**src/rtl/bvtx_pkg.sv**
```systemverilog
package bvtx_pkg;
  localparam int HDR_W   = 3;
  localparam int ID_W    = 12;
  localparam int RSV_W   = 4;
  localparam int FRAME_W = HDR_W + ID_W + RSV_W;
  localparam int CNT_W   = $clog2(FRAME_W + 1);

  localparam logic [HDR_W-1:0] HDR_VETO = 3'b110;
  localparam logic [HDR_W-1:0] HDR_KEEP = 3'b101;

  // Symbol pair {first half, second half}
  localparam logic [1:0] SYM_ZERO = 2'b10;
  localparam logic [1:0] SYM_ONE  = 2'b01;

  typedef struct packed {
    logic            valid;
    logic            veto;
    logic [ID_W-1:0] id;
  } slot_t;

  typedef enum logic {S_IDLE = 1'b0, S_SEND = 1'b1} ser_state_e;

  function automatic logic [1:0] manch_sym(input logic b);
    return b ? SYM_ONE : SYM_ZERO;
  endfunction
endpackage

```
**src/rtl/bvtx_rst_sync.sv**
```systemverilog
module bvtx_rst_sync #(
  parameter int STAGES = 2
) (
  input  logic clk,
  input  logic rst_n,
  output logic rst_sync_n
);
  logic [STAGES-1:0] chain_q;
  logic [STAGES-1:0] chain_n;

  always_comb begin
    chain_n = {chain_q[STAGES-2:0], 1'b1};
  end

  always_ff @(posedge clk or negedge rst_n) begin
    if (!rst_n) chain_q <= '0;
    else        chain_q <= chain_n;
  end

  assign rst_sync_n = chain_q[STAGES-1];
endmodule

```
**src/rtl/bvtx_capture.sv**
```systemverilog
module bvtx_capture
  import bvtx_pkg::*;
#(
  parameter int ID_LIMIT = 3000
) (
  input  logic            clk,
  input  logic            rst_n,
  input  logic            strobe_i,
  input  logic            train_i,
  input  logic            veto_i,
  input  logic [ID_W-1:0] id_i,
  output slot_t           slot_o,
  output logic            err_o
);
  localparam logic [ID_W-1:0] ID_TOP = ID_W'(ID_LIMIT - 1);

  logic            take;
  logic            over;
  logic [ID_W-1:0] id_clamped;
  logic            valid_q, valid_n;
  logic            err_q, err_n;
  logic            veto_q;
  logic [ID_W-1:0] id_q;

  always_comb begin
    take       = strobe_i & train_i;
    over       = (id_i > ID_TOP);
    id_clamped = over ? ID_TOP : id_i;
    valid_n    = take;
    err_n      = take & over;
  end

  // flags every cycle
  always_ff @(posedge clk or negedge rst_n) begin
    if (!rst_n) begin
      valid_q <= 1'b0;
      err_q   <= 1'b0;
    end else begin
      valid_q <= valid_n;
      err_q   <= err_n;
    end
  end

  // payload only on an accepted strobe
  always_ff @(posedge clk or negedge rst_n) begin
    if (!rst_n) begin
      veto_q <= 1'b0;
      id_q   <= '0;
    end else if (take) begin
      veto_q <= veto_i;
      id_q   <= id_clamped;
    end
  end

  assign slot_o = '{valid: valid_q, veto: veto_q, id: id_q};
  assign err_o  = err_q;
endmodule

```
**src/rtl/bvtx_phase_delay.sv**
```systemverilog
module bvtx_phase_delay
  import bvtx_pkg::*;
#(
  parameter int MAX_OFS = 10,
  parameter int OFS_W   = 4
) (
  input  logic             clk,
  input  logic             rst_n,
  input  slot_t            slot_i,
  input  logic [OFS_W-1:0] ofs_i,
  output slot_t            tap_o
);
  localparam logic [OFS_W-1:0] OFS_TOP = OFS_W'(MAX_OFS);

  slot_t            stage [0:MAX_OFS];
  logic [OFS_W-1:0] ofs_eff;

  assign stage[0] = slot_i;

  for (genvar j = 1; j <= MAX_OFS; j++) begin : g_stage
    logic            v_q;
    logic            veto_q;
    logic [ID_W-1:0] id_q;

    always_ff @(posedge clk or negedge rst_n) begin
      if (!rst_n) v_q <= 1'b0;
      else        v_q <= stage[j-1].valid;
    end

    always_ff @(posedge clk or negedge rst_n) begin
      if (!rst_n) begin
        veto_q <= 1'b0;
        id_q   <= '0;
      end else if (stage[j-1].valid) begin
        veto_q <= stage[j-1].veto;
        id_q   <= stage[j-1].id;
      end
    end

    assign stage[j] = '{valid: v_q, veto: veto_q, id: id_q};
  end

  always_comb begin
    ofs_eff = (ofs_i > OFS_TOP) ? OFS_TOP : ofs_i;
    tap_o   = stage[0];
    for (int j = 0; j <= MAX_OFS; j++) begin
      if (ofs_eff == OFS_W'(j)) tap_o = stage[j];
    end
  end
endmodule

```
**src/rtl/bvtx_serializer.sv**
```systemverilog
module bvtx_serializer
  import bvtx_pkg::*;
(
  input  logic            clk,
  input  logic            rst_n,
  input  logic            load_i,
  input  logic            veto_i,
  input  logic [ID_W-1:0] id_i,
  output logic [1:0]      sym_o,
  output logic            active_o
);
  ser_state_e         st_q, st_n;
  logic [FRAME_W-1:0] sh_q, sh_n;
  logic [CNT_W-1:0]   left_q, left_n;
  logic               en;

  always_comb begin
    st_n   = st_q;
    sh_n   = sh_q;
    left_n = left_q;
    en     = load_i | (st_q == S_SEND);
    if (load_i) begin
      sh_n   = {(veto_i ? HDR_VETO : HDR_KEEP), id_i, {RSV_W{1'b0}}};
      left_n = CNT_W'(FRAME_W);
      st_n   = S_SEND;
    end else if (st_q == S_SEND) begin
      sh_n   = {sh_q[FRAME_W-2:0], 1'b0};
      left_n = left_q - CNT_W'(1);
      if (left_q == CNT_W'(1)) st_n = S_IDLE;
    end
  end

  always_ff @(posedge clk or negedge rst_n) begin
    if (!rst_n) begin
      st_q   <= S_IDLE;
      sh_q   <= '0;
      left_q <= '0;
    end else if (en) begin
      st_q   <= st_n;
      sh_q   <= sh_n;
      left_q <= left_n;
    end
  end

  assign active_o = (st_q == S_SEND);
  assign sym_o    = active_o ? manch_sym(sh_q[FRAME_W-1]) : SYM_ZERO;
endmodule

```
**src/rtl/bunch_veto_tx.sv**
```systemverilog
module bunch_veto_tx
  import bvtx_pkg::*;
#(
  parameter int MAX_OFS    = 10,
  parameter int OFS_W      = 4,
  parameter int ID_LIMIT   = 3000,
  parameter int RST_STAGES = 2
) (
  input  logic             clk,
  input  logic             rst_n,
  input  logic             bunch_strobe,
  input  logic             train_active,
  input  logic             veto_req,
  input  logic [ID_W-1:0]  bunch_num,
  input  logic [OFS_W-1:0] phase_ofs,
  output logic [1:0]       line_sym,
  output logic             id_err,
  output logic             frame_active
);
  logic  rst_int_n;
  slot_t slot0;
  slot_t tap;

  bvtx_rst_sync #(.STAGES(RST_STAGES)) u_rst (
    .clk        (clk),
    .rst_n      (rst_n),
    .rst_sync_n (rst_int_n)
  );

  bvtx_capture #(.ID_LIMIT(ID_LIMIT)) u_cap (
    .clk      (clk),
    .rst_n    (rst_int_n),
    .strobe_i (bunch_strobe),
    .train_i  (train_active),
    .veto_i   (veto_req),
    .id_i     (bunch_num),
    .slot_o   (slot0),
    .err_o    (id_err)
  );

  bvtx_phase_delay #(.MAX_OFS(MAX_OFS), .OFS_W(OFS_W)) u_dly (
    .clk    (clk),
    .rst_n  (rst_int_n),
    .slot_i (slot0),
    .ofs_i  (phase_ofs),
    .tap_o  (tap)
  );

  bvtx_serializer u_ser (
    .clk      (clk),
    .rst_n    (rst_int_n),
    .load_i   (tap.valid),
    .veto_i   (tap.veto),
    .id_i     (tap.id),
    .sym_o    (line_sym),
    .active_o (frame_active)
  );
endmodule

```
**config.mk**
```make
export PLATFORM = sky130hd
export DESIGN_NAME = bunch_veto_tx
export DESIGN_NICKNAME = d
export VERILOG_FILES = /design/src/rtl/bvtx_pkg.sv /design/src/rtl/bvtx_rst_sync.sv /design/src/rtl/bvtx_capture.sv /design/src/rtl/bvtx_phase_delay.sv /design/src/rtl/bvtx_serializer.sv /design/src/rtl/bunch_veto_tx.sv
export SDC_FILE = /design/constraint.sdc
export NUM_CORES = 1
export LEC_CHECK = 0
export BUFFER_PORTS_ARGS = -buffer_cell sky130_fd_sc_hd__buf_4
export CAP_MARGIN = 20
export CORE_MARGIN = 1
export CORE_UTILIZATION = 45
export DETAILED_ROUTE_END_ITERATION = 6
export PLACE_DENSITY = 0.71
export SLEW_MARGIN = 10
export SYNTH_ARGS = -nofsm -noshare
export SYNTH_HDL_FRONTEND = slang
export SYNTH_SLANG_ARGS = --single-unit
export TNS_END_PERCENT = 30
```
**constraint.sdc**
```tcl
create_clock -name clk -period 9.65 [get_ports clk]
set_clock_uncertainty 0.05 [all_clocks]
set_input_delay 1.93 -clock clk [delete_from_list [all_inputs] [get_ports clk]]
set_output_delay 1.93 -clock clk [all_outputs]
set_load 0.03 [all_outputs]
```
==> results.tsv, run 1 <==
metric	value	unit
grt_max_degree	84	
synthCells	730	
final_hold_viol_count	0	
power_density	268	nW/um^2
worst_r2r_setup_slack	6.97	ns
path_clk_slew	0.06	ns
switching_portion_of_total_power	0.305	
place.gp.congestion	1.03	
cts_setup_buffers	0	
r2r.worst_path.cells	5	
crit_fanout	59	
drv_cap	0	
whs	0.200	ns
setup_viol	0	
tritoncts	built	
crit_path_end_kind	register	
first_global_vias	5991	
fmaxAchievable	251	MHz
slew_headroom	0.395	
cellLeakagePower	0.00420	uW
design.die.area	19800	um^2
ys_warn_count	0	
postSynthRegisterBits	178	
run_status	finished clean	
synth_enable_flop_cells	0	
route.detailed.vias_per_inst	6.12	
drc_errors	0	
combinationalPowerShare	0.215	
p_seq_frac	0.499	
dpl_wire_length	13.6	mm
worstSetupPathType	in2reg	
globalRouteOverflowTotal	0	
fin_crit_sh	0.412	
cts_inserted_buffers	17	
final.setup.tns	0	ns
asyncSetResetFlopFracSynth	1.00	
die-height	141	um
min_path_type	reg2async	
syn-cell-area	8660	um^2
postRouteWirelength	20.2	mm
syn_avg_cell_area	11.9	um^2
gr-usage-all-layers	0.217	
cts-root-buf	clkbuf_16	
rsz0062_at_grt	no	
period_minus_slack	3.98	ns
number_of_nets_in_the_finished_design	747	
drive_gt1_frac	0.293	
diodes	0	
max_slew.worst_pin.slew	0.905	ns
clock_power_frac	0.286	
drt-pass1-iter-count	7	
power.switching	781	uW
initial_antenna_violation_count	0	
worst_ep_arrival_time	4.24	ns
site_row_count	50	
critical_path_required	9.91	ns
core_region_area	18800	um^2
worstSkewPairLatency	0.43	ns
vdd.ir_drop.worst	0.127	mV
critPathLaunchType	input pin	
die_width	141	um
vias	5941	
clkSinkCount	178	
global_route_wire_length_before_repair	33.2	mm
synth.net_count	753	
drt_first_iter_violations	684	
area_growth	10.2	%
portBuffers	24	
floorplan.io_pins	25	
post_cts.resized_instances	0	
cts_hold_repair.buffers	0	
yosysUniqueCellTypes	62	
synth_flop_cell	dfrtp_1	
critical_path.reg2reg.startpoint	u_dly.g_stage[9].v_q$_DFF_PN0_	
start_util	0.462	
ys_seq_area_frac	0.514	
h-tree-depth	4	
avgRoutedWirePerCell	20.8	um
p_int	1780	uW
timing_max_transition_violations_final	0	
ant_nets	0	
regToRegEndpoint	u_ser.sh_q[16]$_DFFE_PN0P_	
clk_buf_depth	2	
## Yosys cell counts, types with 2 or more instances
library cell / number / area, um^2
o31ai_2: 9 / 113
or3b_1: 2 / 17.5
mux2_2: 138 / 1550
mux2i_1: 17 / 170
a22oi_1: 2 / 15.0
nor2b_1: 15 / 93.8
nand2_1: 61 / 229
o311a_1: 9 / 90.1
a31oi_1: 3 / 18.8
a211oi_1: 2 / 15.0
nand3_1: 12 / 60.1
xnor2_1: 3 / 26.3
inv_2: 2 / 7.51
o21ai_1: 2 / 10.0
a22o_1: 2 / 17.5
o221ai_1: 10 / 87.6
nand3b_1: 4 / 30.0
buf_1: 8 / 30.0
o21ai_0: 29 / 145
and2_1: 11 / 68.8
nor3b_1: 7 / 52.6
inv_1: 11 / 41.3
o22ai_1: 11 / 68.8
and2b_1: 2 / 15.0
buf_6: 4 / 45.0
a221o_1: 2 / 20.0
a21oi_1: 23 / 115
o2111ai_1: 2 / 17.5
a222oi_1: 8 / 80.1
nor3_1: 4 / 20.0
a2bb2oi_1: 9 / 78.8
dfrtp_1: 178 / 4450
nor2_1: 21 / 78.8
nand2b_1: 16 / 100
a221oi_1: 9 / 78.8
o2bb2ai_1: 8 / 70.1
a21o_1: 8 / 60.1
buf_4: 4 / 30.0
ha_1: 2 / 25.0
buf_2: 15 / 75.1
nor4b_1: 3 / 26.3
o211a_1: 2 / 20.0
clkbuf_1: 21 / 78.8
## worst max path at each step
stage,start,to,cells past startpoint
finish,phase_ofs[1],u_ser.sh_q[16]$_DFFE_PN0P_,6
global route,phase_ofs[1],u_ser.sh_q[16]$_DFFE_PN0P_,6
CTS,phase_ofs[1],u_ser.sh_q[16]$_DFFE_PN0P_,6
detailed placement,phase_ofs[1],u_ser.sh_q[16]$_DFFE_PN0P_,6
global placement,phase_ofs[1],u_ser.sh_q[16]$_DFFE_PN0P_,6
floorplan,u_rst.chain_q[1]$_DFF_PN0_,u_cap.err_o$_DFF_PN0_,0
## layout by cell type, fill, tap and decap left out, types with 3 or more instances in the layout
master	n
a21o_1	8
a21oi_1	23
a221oi_1	9
a222oi_1	8
a2bb2oi_1	9
a31oi_1	3
and2_1	11
buf_4	26
bufinv_16	4
clkbuf_16	17
clkinv_2	4
dfrtp_1	177
inv_1	11
mux2_2	138
mux2i_1	17
nand2_1	61
nand2b_1	16
nand3_1	12
nand3b_1	4
nor2_1	21
nor2b_1	15
nor3_1	4
nor3b_1	7
nor4b_1	3
o21ai_0	29
o221ai_1	10
o22ai_1	11
o2bb2ai_1	8
o311a_1	9
o31ai_2	9
xnor2_1	3
## per-stage QoR
step	cells	setup WS, ns	area [um^2]	util	power [uW]
after detailed placement	938	5.31	8890	0.474	1830
after floorplan	730	4.27	8660	-	1630
after global routing	971	5.56	9550	0.509	2690
after global placement	938	5.43	8890	0.474	1790
after CTS	970	5.76	9520	0.507	2570
final	971	5.67	9550	0.509	2560
## logic make-up after synthesis
group,count (synthesis),synth area share
muxes,155,0.199
adders and majority gates,2,0.00289
DFF,178,0.514
buffers and inverters,65,0.0355
xor gates and xnor gates,4,0.00405
and+or+nand+nor,164,0.0968
AOI/OAI and AO/OA,161,0.147
other,1,0.000433
## layout make-up
class	count	area, um^2
Clock buffer	19	443
Clock inverter	13	183
Fill cell	1637	9220
Inverter	13	48.8
Multi-Input combinational cell	487	3900
Sequential cell	178	4460
Tap cell	234	293
Timing Repair Buffer	27	223
## worst max-delay path, stage by stage
cell and delay, ns:
buf_4 0.47, mux2i_1 0.31, o22ai_1 0.15, a221oi_4 0.50, o22a_4 0.45, mux2_2 0.37
## power groups by stage
stage	logic [uW]	registers, uW	clock network [uW]
after CTS	551	1270	744
final	552	1280	733
after floorplan	460	1170	0
after detailed placement	547	1280	0
after global routing	605	1310	779
after global placement	520	1270	0
## state kept, by name, summed over array words and instances, names as in the netlist
| register | cells |
|---|---|
| u_ser.active_o | 1 |
| u_cap.id_q | 12 |
| u_cap.veto_q | 1 |
| u_rst.chain_q | 2 |
| u_dly.g_stage.v_q | 10 |
| u_cap.valid_q | 1 |
| u_ser.left_q | 5 |
| u_ser.sh_q | 15 |
| u_dly.g_stage.id_q | 120 |
| u_cap.err_o | 1 |
| u_dly.g_stage.veto_q | 10 |
## per-layer routing
layer,wire [um],track usage,share of wire,vias to the layer above
met4,381,0.0732,0.019,0
li1,-,-,-,2670
met1,9390,0.306,0.47,3035
met3,1190,0.0510,0.059,35
met2,9200,0.330,0.46,201
met5,0,0,0,-
No activity file was read; power rests on OpenSTA's default activity.
==> inputs of run 2 (changes only) <==
--- a/config.mk
+++ b/config.mk
@@ -10,7 +10,7 @@
 export CORE_MARGIN = 1
 export CORE_UTILIZATION = 45
 export DETAILED_ROUTE_END_ITERATION = 6
-export PLACE_DENSITY = 0.71
+export PLACE_DENSITY = 0.73
 export SLEW_MARGIN = 10
 export SYNTH_ARGS = -nofsm -noshare
 export SYNTH_HDL_FRONTEND = slang
==> constraint.sdc (replaced) <==
create_clock -name clk -period 3.3 [get_ports clk]
set_clock_uncertainty 0.05 [all_clocks]
set_input_delay 0.66 -clock clk [delete_from_list [all_inputs] [get_ports clk]]
set_output_delay 0.66 -clock clk [all_outputs]
set_load 0.03 [all_outputs]
==> run 2 against run 1 <==
Compared with the run above: total power grew to 2.9 times the previous value; highest routed layer unchanged; critical path type unchanged; largest power group unchanged; first-iteration DRC count down 37%; setup slack got worse by 4.8 ns.
==> results.tsv, run 2 (synthesis results as in run 1) <==
metric	value	unit
gr-usage-all-layers	0.202	
critPathLaunchType	input pin	
top_regs	u_dly.g_stage.id_q (120), u_ser.sh_q (15), u_cap.id_q (12)	
post_cts.resized_instances	0	
worst_ep_arrival_time	2.71	ns
slew_headroom	0.477	
crit_fanout	30	
setup_viol	0	
global_route_wire_length_before_repair	30.8	mm
fmaxAchievable	409	MHz
postLayoutCellArea	9670	um^2
core_region_area	18800	um^2
number_of_nets_in_the_finished_design	760	
vdd.ir_drop.worst	0.373	mV
drt-pass1-iter-count	5	
area.sequential	4460	um^2
area_growth	11.6	%
met2WireLength	8.27	mm
crit_path_end_kind	register	
final.fill_count	1648	
detail_route.wirelength.met1	9.44	mm
drt_first_iter_violations	432	
route.detailed.vias_per_inst	5.92	
placed_area	9020	um^2
cellLeakagePower	0.00427	uW
die_width	141	um
timing_max_transition_violations_final	0	
worstSkewPairLatency	0.43	ns
path_clk_slew	0.07	ns
critical_path_required	3.57	ns
design.die.area	19800	um^2
grt_max_degree	106	
cts_hold_repair.buffers	1	
dpl_wire_length	12.8	mm
globalRouteOverflowTotal	0	
fin_crit_sh	0.741	
portBuffers	24	
worstSetupPathType	in2reg	
ant_nets	0	
site_row_count	50	
h-tree-depth	4	
route.top_layer_used	met4	
power_density	769	nW/um^2
rsz0062_at_grt	no	
first_global_vias	5594	
diodes	0	
final.setup.tns	0	ns
cts_setup_buffers	0	
avgRoutedWirePerCell	19.0	um
drc_errors	0	
layout.core_utilization	0.515	
cts-root-buf	clkbuf_16	
postRouteWirelength	18.7	mm
period_minus_slack	2.44	ns
die-height	141	um
largest-register	u_dly.g_stage.id_q	
place.gp.congestion	0.878	
floorplan.io_pins	25	
run_status	finished clean	
clk_buf_depth	2	
clkSinkCount	178	
max_slew.worst_pin.slew	0.785	ns
layout.cells.most_common_list	dfrtp_1, mux2_2, nand2_1, buf_4, o21ai_0	
cts_inserted_buffers	17	
dp.cells	951	
final_hold_viol_count	0	
vias	5825	
total_area_of_multi_input_combinational_cells	3900	um^2
final-instance-count-excl-fill	984	
tritoncts	built	
drv_cap	0	
mostFrequentLayoutCell	dfrtp_1	
largest_reg_flops	120	
met3WireLength	784	um
drive_gt1_frac	0.305	
min_path_type	reg2async	
initial_antenna_violation_count	0	
start_util	0.462	
[run 2: cell types whose count changed in the layout (fill, tap and decap cells not counted), moves of 2 or more]
cell | before | now
clkbuf_8 | 1 | 5
buf_4 | 26 | 37
clkinv_2 | 4 | 1
buf_12 | 0 | 2
[run 2: power by group]
part,leakage (uW),switching [uW],total (uW),internal (uW)
Sequential,0.00221,667,3650,2980
Clock,0.000313,846,2150,1300
Combinational,0.00174,693,1640,949
[run 2: path summary, 6_finish.rpt]
kind                                             from                                     to  slack, ns  cells after the start
min reg2reg                u_rst.chain_q[1]$_DFF_PN0_   u_dly.g_stage[4].id_q[5]$_DFFE_PN0P_       0.30                      1
max in group asynchronous  u_rst.chain_q[1]$_DFF_PN0_  u_dly.g_stage[8].id_q[10]$_DFFE_PN0P_       2.39                      1
min in group clk           u_rst.chain_q[0]$_DFF_PN0_             u_rst.chain_q[1]$_DFF_PN0_       0.30                      0
max                                      phase_ofs[1]             u_ser.sh_q[16]$_DFFE_PN0P_       0.86                      7
min                        u_rst.chain_q[1]$_DFF_PN0_   u_dly.g_stage[4].id_q[5]$_DFFE_PN0P_       0.30                      1
max reg2reg                   u_cap.valid_q$_DFF_PN0_             u_ser.sh_q[16]$_DFFE_PN0P_       0.89                      5
[run 2: metrics by stage]
step	hold WS, ns	power, uW	setup slack [ns]
2_1_floorplan	0.281	4770	0.310
3_3_place_gp	0.283	5230	0.484
3_5_place_dp	0.289	5300	0.452
4_1_cts	0.300	7480	0.888
5_1_grt	0.298	7850	0.721
6_report	0.296	7440	0.856
[run 2: worst max-delay path, stage by stage]
cell and delay [ns]:
buf_4 0.30, buf_4 0.36, nor2_1 0.17, a21boi_2 0.40
o22ai_1 0.17, o311a_1 0.36, mux2_2 0.27
[run 2: layout make-up]
cell class | instances | share of cell area
clock buffer | 22 | 0.0511
clock inverter | 10 | 0.0151
inverter | 13 | 0.00505
multi-input combinational | 487 | 0.403
sequential | 178 | 0.461
tap | 234 | 0.0303
timing repair buffer | 40 | 0.0339
[run 2: per-layer routing]
metal	vias up	track usage
met5	-	0
met4	0	0.0686
met3	17	0.0343
met2	144	0.297
met1	2959	0.299
li1	2705	-
==> inputs of run 3 (changes only) <==
--- a/config.mk
+++ b/config.mk
@@ -5,6 +5,7 @@
 export SDC_FILE = /design/constraint.sdc
 export NUM_CORES = 1
 export LEC_CHECK = 0
+export ABC_AREA = 1
 export BUFFER_PORTS_ARGS = -buffer_cell sky130_fd_sc_hd__buf_4
 export CAP_MARGIN = 20
 export CORE_MARGIN = 1
==> constraint.sdc (replaced) <==
create_clock -name clk -period 2 [get_ports clk]
set_clock_uncertainty 0.05 [all_clocks]
set_input_delay 0.4 -clock clk [delete_from_list [all_inputs] [get_ports clk]]
set_output_delay 0.4 -clock clk [all_outputs]
set_load 0.03 [all_outputs]
==> run 3 against run 2 <==
Compared with the run above: flip-flop and latch count unchanged; wire length decreased by 7.5%; synthesized cell count increased by 37%; clock power increased by 53%; setup slack got worse by 0.73 ns; largest power group unchanged.
==> results.tsv, run 3 <==
metric	value	unit
r2r.worst_path.cells	16	
syn_avg_cell_area	8.16	um^2
gr-usage-all-layers	0.205	
finalPower	9720	uW
design.die.area	18700	um^2
ys_seq_area_frac	0.546	
hp-start	veto_req	
drive_gt1_frac	0.136	
largest_reg_flops	120	
fmaxAchievable	534	MHz
critical_path.reg2reg.startpoint	u_dly.g_stage[2].v_q$_DFF_PN0_	
rsz0062_at_grt	no	
synth_largest_type_area_fraction	0.546	
fin_crit_sh	0.936	
worstSetupPathType	reg2reg	
portBuffers	24	
post-synth-top-area-cell	dfrtp_1	
site_row_count	48	
yosysUniqueCellTypes	35	
synth_flop_cell	dfrtp_1	
mostFrequentLayoutCell	nand2_1	
path_clk_slew	0.07	ns
number_of_nets_in_the_finished_design	1072	
worstHoldEndpoint	u_cap.veto_q$_DFFE_PN0P_	
post-route-worst-setup-slack	0.129	ns
cts_inserted_buffers	17	
route.detailed.vias_per_inst	5.05	
synth.most_common_cell	nand2_1	
power_density	1020	nW/um^2
tritoncts	built	
final_hold_viol_count	0	
setup_viol	0	
timing_max_transition_violations_final	0	
postSynthRegisterBits	178	
place.gp.congestion	0.852	
drt_first_iter_violations	442	
vias	6497	
critPathLaunchType	register	
initial_antenna_violation_count	0	
final.setup.tns	0	ns
pre_cts_ws	-0.285	ns
min_path_type	in2reg	
run_status	finished clean	
cellLeakagePower	0.00461	uW
largest-register	u_dly.g_stage.id_q	
start_util	0.467	
grt_max_degree	41	
worst_r2r_setup_slack	0.13	ns
floorplan.io_pins	25	
biggest_area_contributors_in_the_synthesized_netlist	dfrtp_1, nand2_1, a21oi_1, o21ai_0, inv_1	
worstSkewPairLatency	0.44	ns
asyncSetResetFlopFracSynth	1.00	
core_region_area	17500	um^2
period_minus_slack	1.87	ns
avgRoutedWirePerCell	13.5	um
worst_ep_arrival_time	2.15	ns
die_width	137	um
final.fill_count	1602	
area_growth	16.4	%
first_global_vias	6264	
synth_enable_flop_cells	0	
global_route_wire_length_before_repair	30.0	mm
slew_headroom	0.575	
ys_warn_count	0	
syn-cell-area	8160	um^2
clkSinkCount	178	
ant_nets	0	
diodes	0	
critical_path_required	2.28	ns
ys_top_cells_by_count	nand2_1, dfrtp_1, a21oi_1	
regToRegEndpoint	u_ser.sh_q[16]$_DFFE_PN0P_	
h-tree-depth	4	
globalRouteOverflowTotal	0	
drt-pass1-iter-count	5	
synth.net_count	1023	
cts-root-buf	clkbuf_16	
postRouteWirelength	17.3	mm
clk_buf_depth	2	
crit_fanout	19	
layout.cells.most_common_list	nand2_1, dfrtp_1, a21oi_1, o21ai_0, inv_1	
dpl_wire_length	12.3	mm
hold_path_depth	3	
vdd.ir_drop.worst	0.747	mV
die-height	137	um
drv_cap	0	
drc_errors	0	
synthCells	1000	
crit_path_end_kind	register	
max_slew.worst_pin.slew	0.636	ns
top_regs	u_dly.g_stage.id_q (120), u_ser.sh_q (15), u_cap.id_q (12)	
run 3: worst max-delay path by stage:
stage | startpoint | end | slack (ns)
2_1_floorplan | phase_ofs[3] | u_ser.sh_q[16]$_DFFE_PN0P_ | 0.02
3_3_place_gp | phase_ofs[0] | u_ser.sh_q[16]$_DFFE_PN0P_ | -0.23
5_1_grt | u_dly.g_stage[2].v_q$_DFF_PN0_ | u_ser.sh_q[16]$_DFFE_PN0P_ | 0.01
4_1_cts | u_ser.active_o$_DFFE_PN0P_ | line_sym[0] | 0.02
3_5_place_dp | phase_ofs[3] | u_ser.sh_q[8]$_DFFE_PN0P_ | -0.28
6_report | u_dly.g_stage[2].v_q$_DFF_PN0_ | u_ser.sh_q[16]$_DFFE_PN0P_ | 0.13
run 3: report_power, final:
group	total, uW	switching [uW]	internal (uW)
combinational	1710	1060	653
sequential	4720	429	4300
clock	3280	1500	1790
total	9720	2980	6730
run 3: logic make-up (layout without fill, tap and decap cells):
group | Yosys count | after routing | share of synthesized area
xor gates and xnor gates | 2 | 2 | 0.00215
muxes | 1 | 1 | 0.00138
AOI/OAI and AO/OA | 279 | 279 | 0.184
adders and majority gates | 2 | 2 | 0.00307
and+or+nand+nor | 371 | 371 | 0.184
other | 1 | 1 | 0.000460
DFF | 178 | 178 | 0.546
buffers and inverters | 166 | 227 | 0.0794
run 3: layer usage:
metal	wire, um	share of wire	GRT usage	vias up
met1	8190	0.47	0.270	3044
met2	8400	0.48	0.336	95
met4	214	0.012	0.0648	0
met5	0	0	0	-
met3	531	0.031	0.0456	20
li1	-	-	-	3338
run 3: metrics by stage:
| step | instances | cell area (um^2) | utilization | hold slack [ns] |
|---|---|---|---|---|
| after floorplan | 1000 | 8160 | - | 0.0544 |
| after global placement | 1254 | 8900 | 0.509 | 0.135 |
| after detailed placement | 1254 | 8900 | 0.509 | 0.136 |
| after CTS | 1286 | 9490 | 0.543 | 0.0896 |
| after global routing | 1286 | 9490 | 0.543 | 0.103 |
| final | 1286 | 9490 | 0.543 | 0.102 |
run 3: timing repair:
action	4_1_cts	5_1_grt
buffers inserted	0	0
hold buffers	1	0
endpoints found under the hold margin	2	0
gates resized for setup	0	2
setup endpoints to repair	0	9
run 3: critical path, cell delays in order (launching register included):
cell	delay [ns]
dfrtp_1	0.35
inv_1	0.07
a21oi_1	0.15
nand2_1	0.07
nand3_1	0.07
nand2_1	0.07
nand2_1	0.07
nand2_1	0.05
nand2_1	0.07
nand2_1	0.07
nand2_2	0.10
nand2_4	0.16
buf_4	0.19
nand2_1	0.05
nand2_1	0.05
nand2_1	0.07
nand2_1	0.05
run 3: cell type report:
cell class	count	area [um^2]	area share
flip-flops and latches	178	4460	0.470
multi-input cells	656	3060	0.322
repair buffers	87	706	0.0743
clock buffers	18	439	0.0463
inverters	109	409	0.0431
well taps	225	282	0.0297
clock inverters	13	140	0.0148
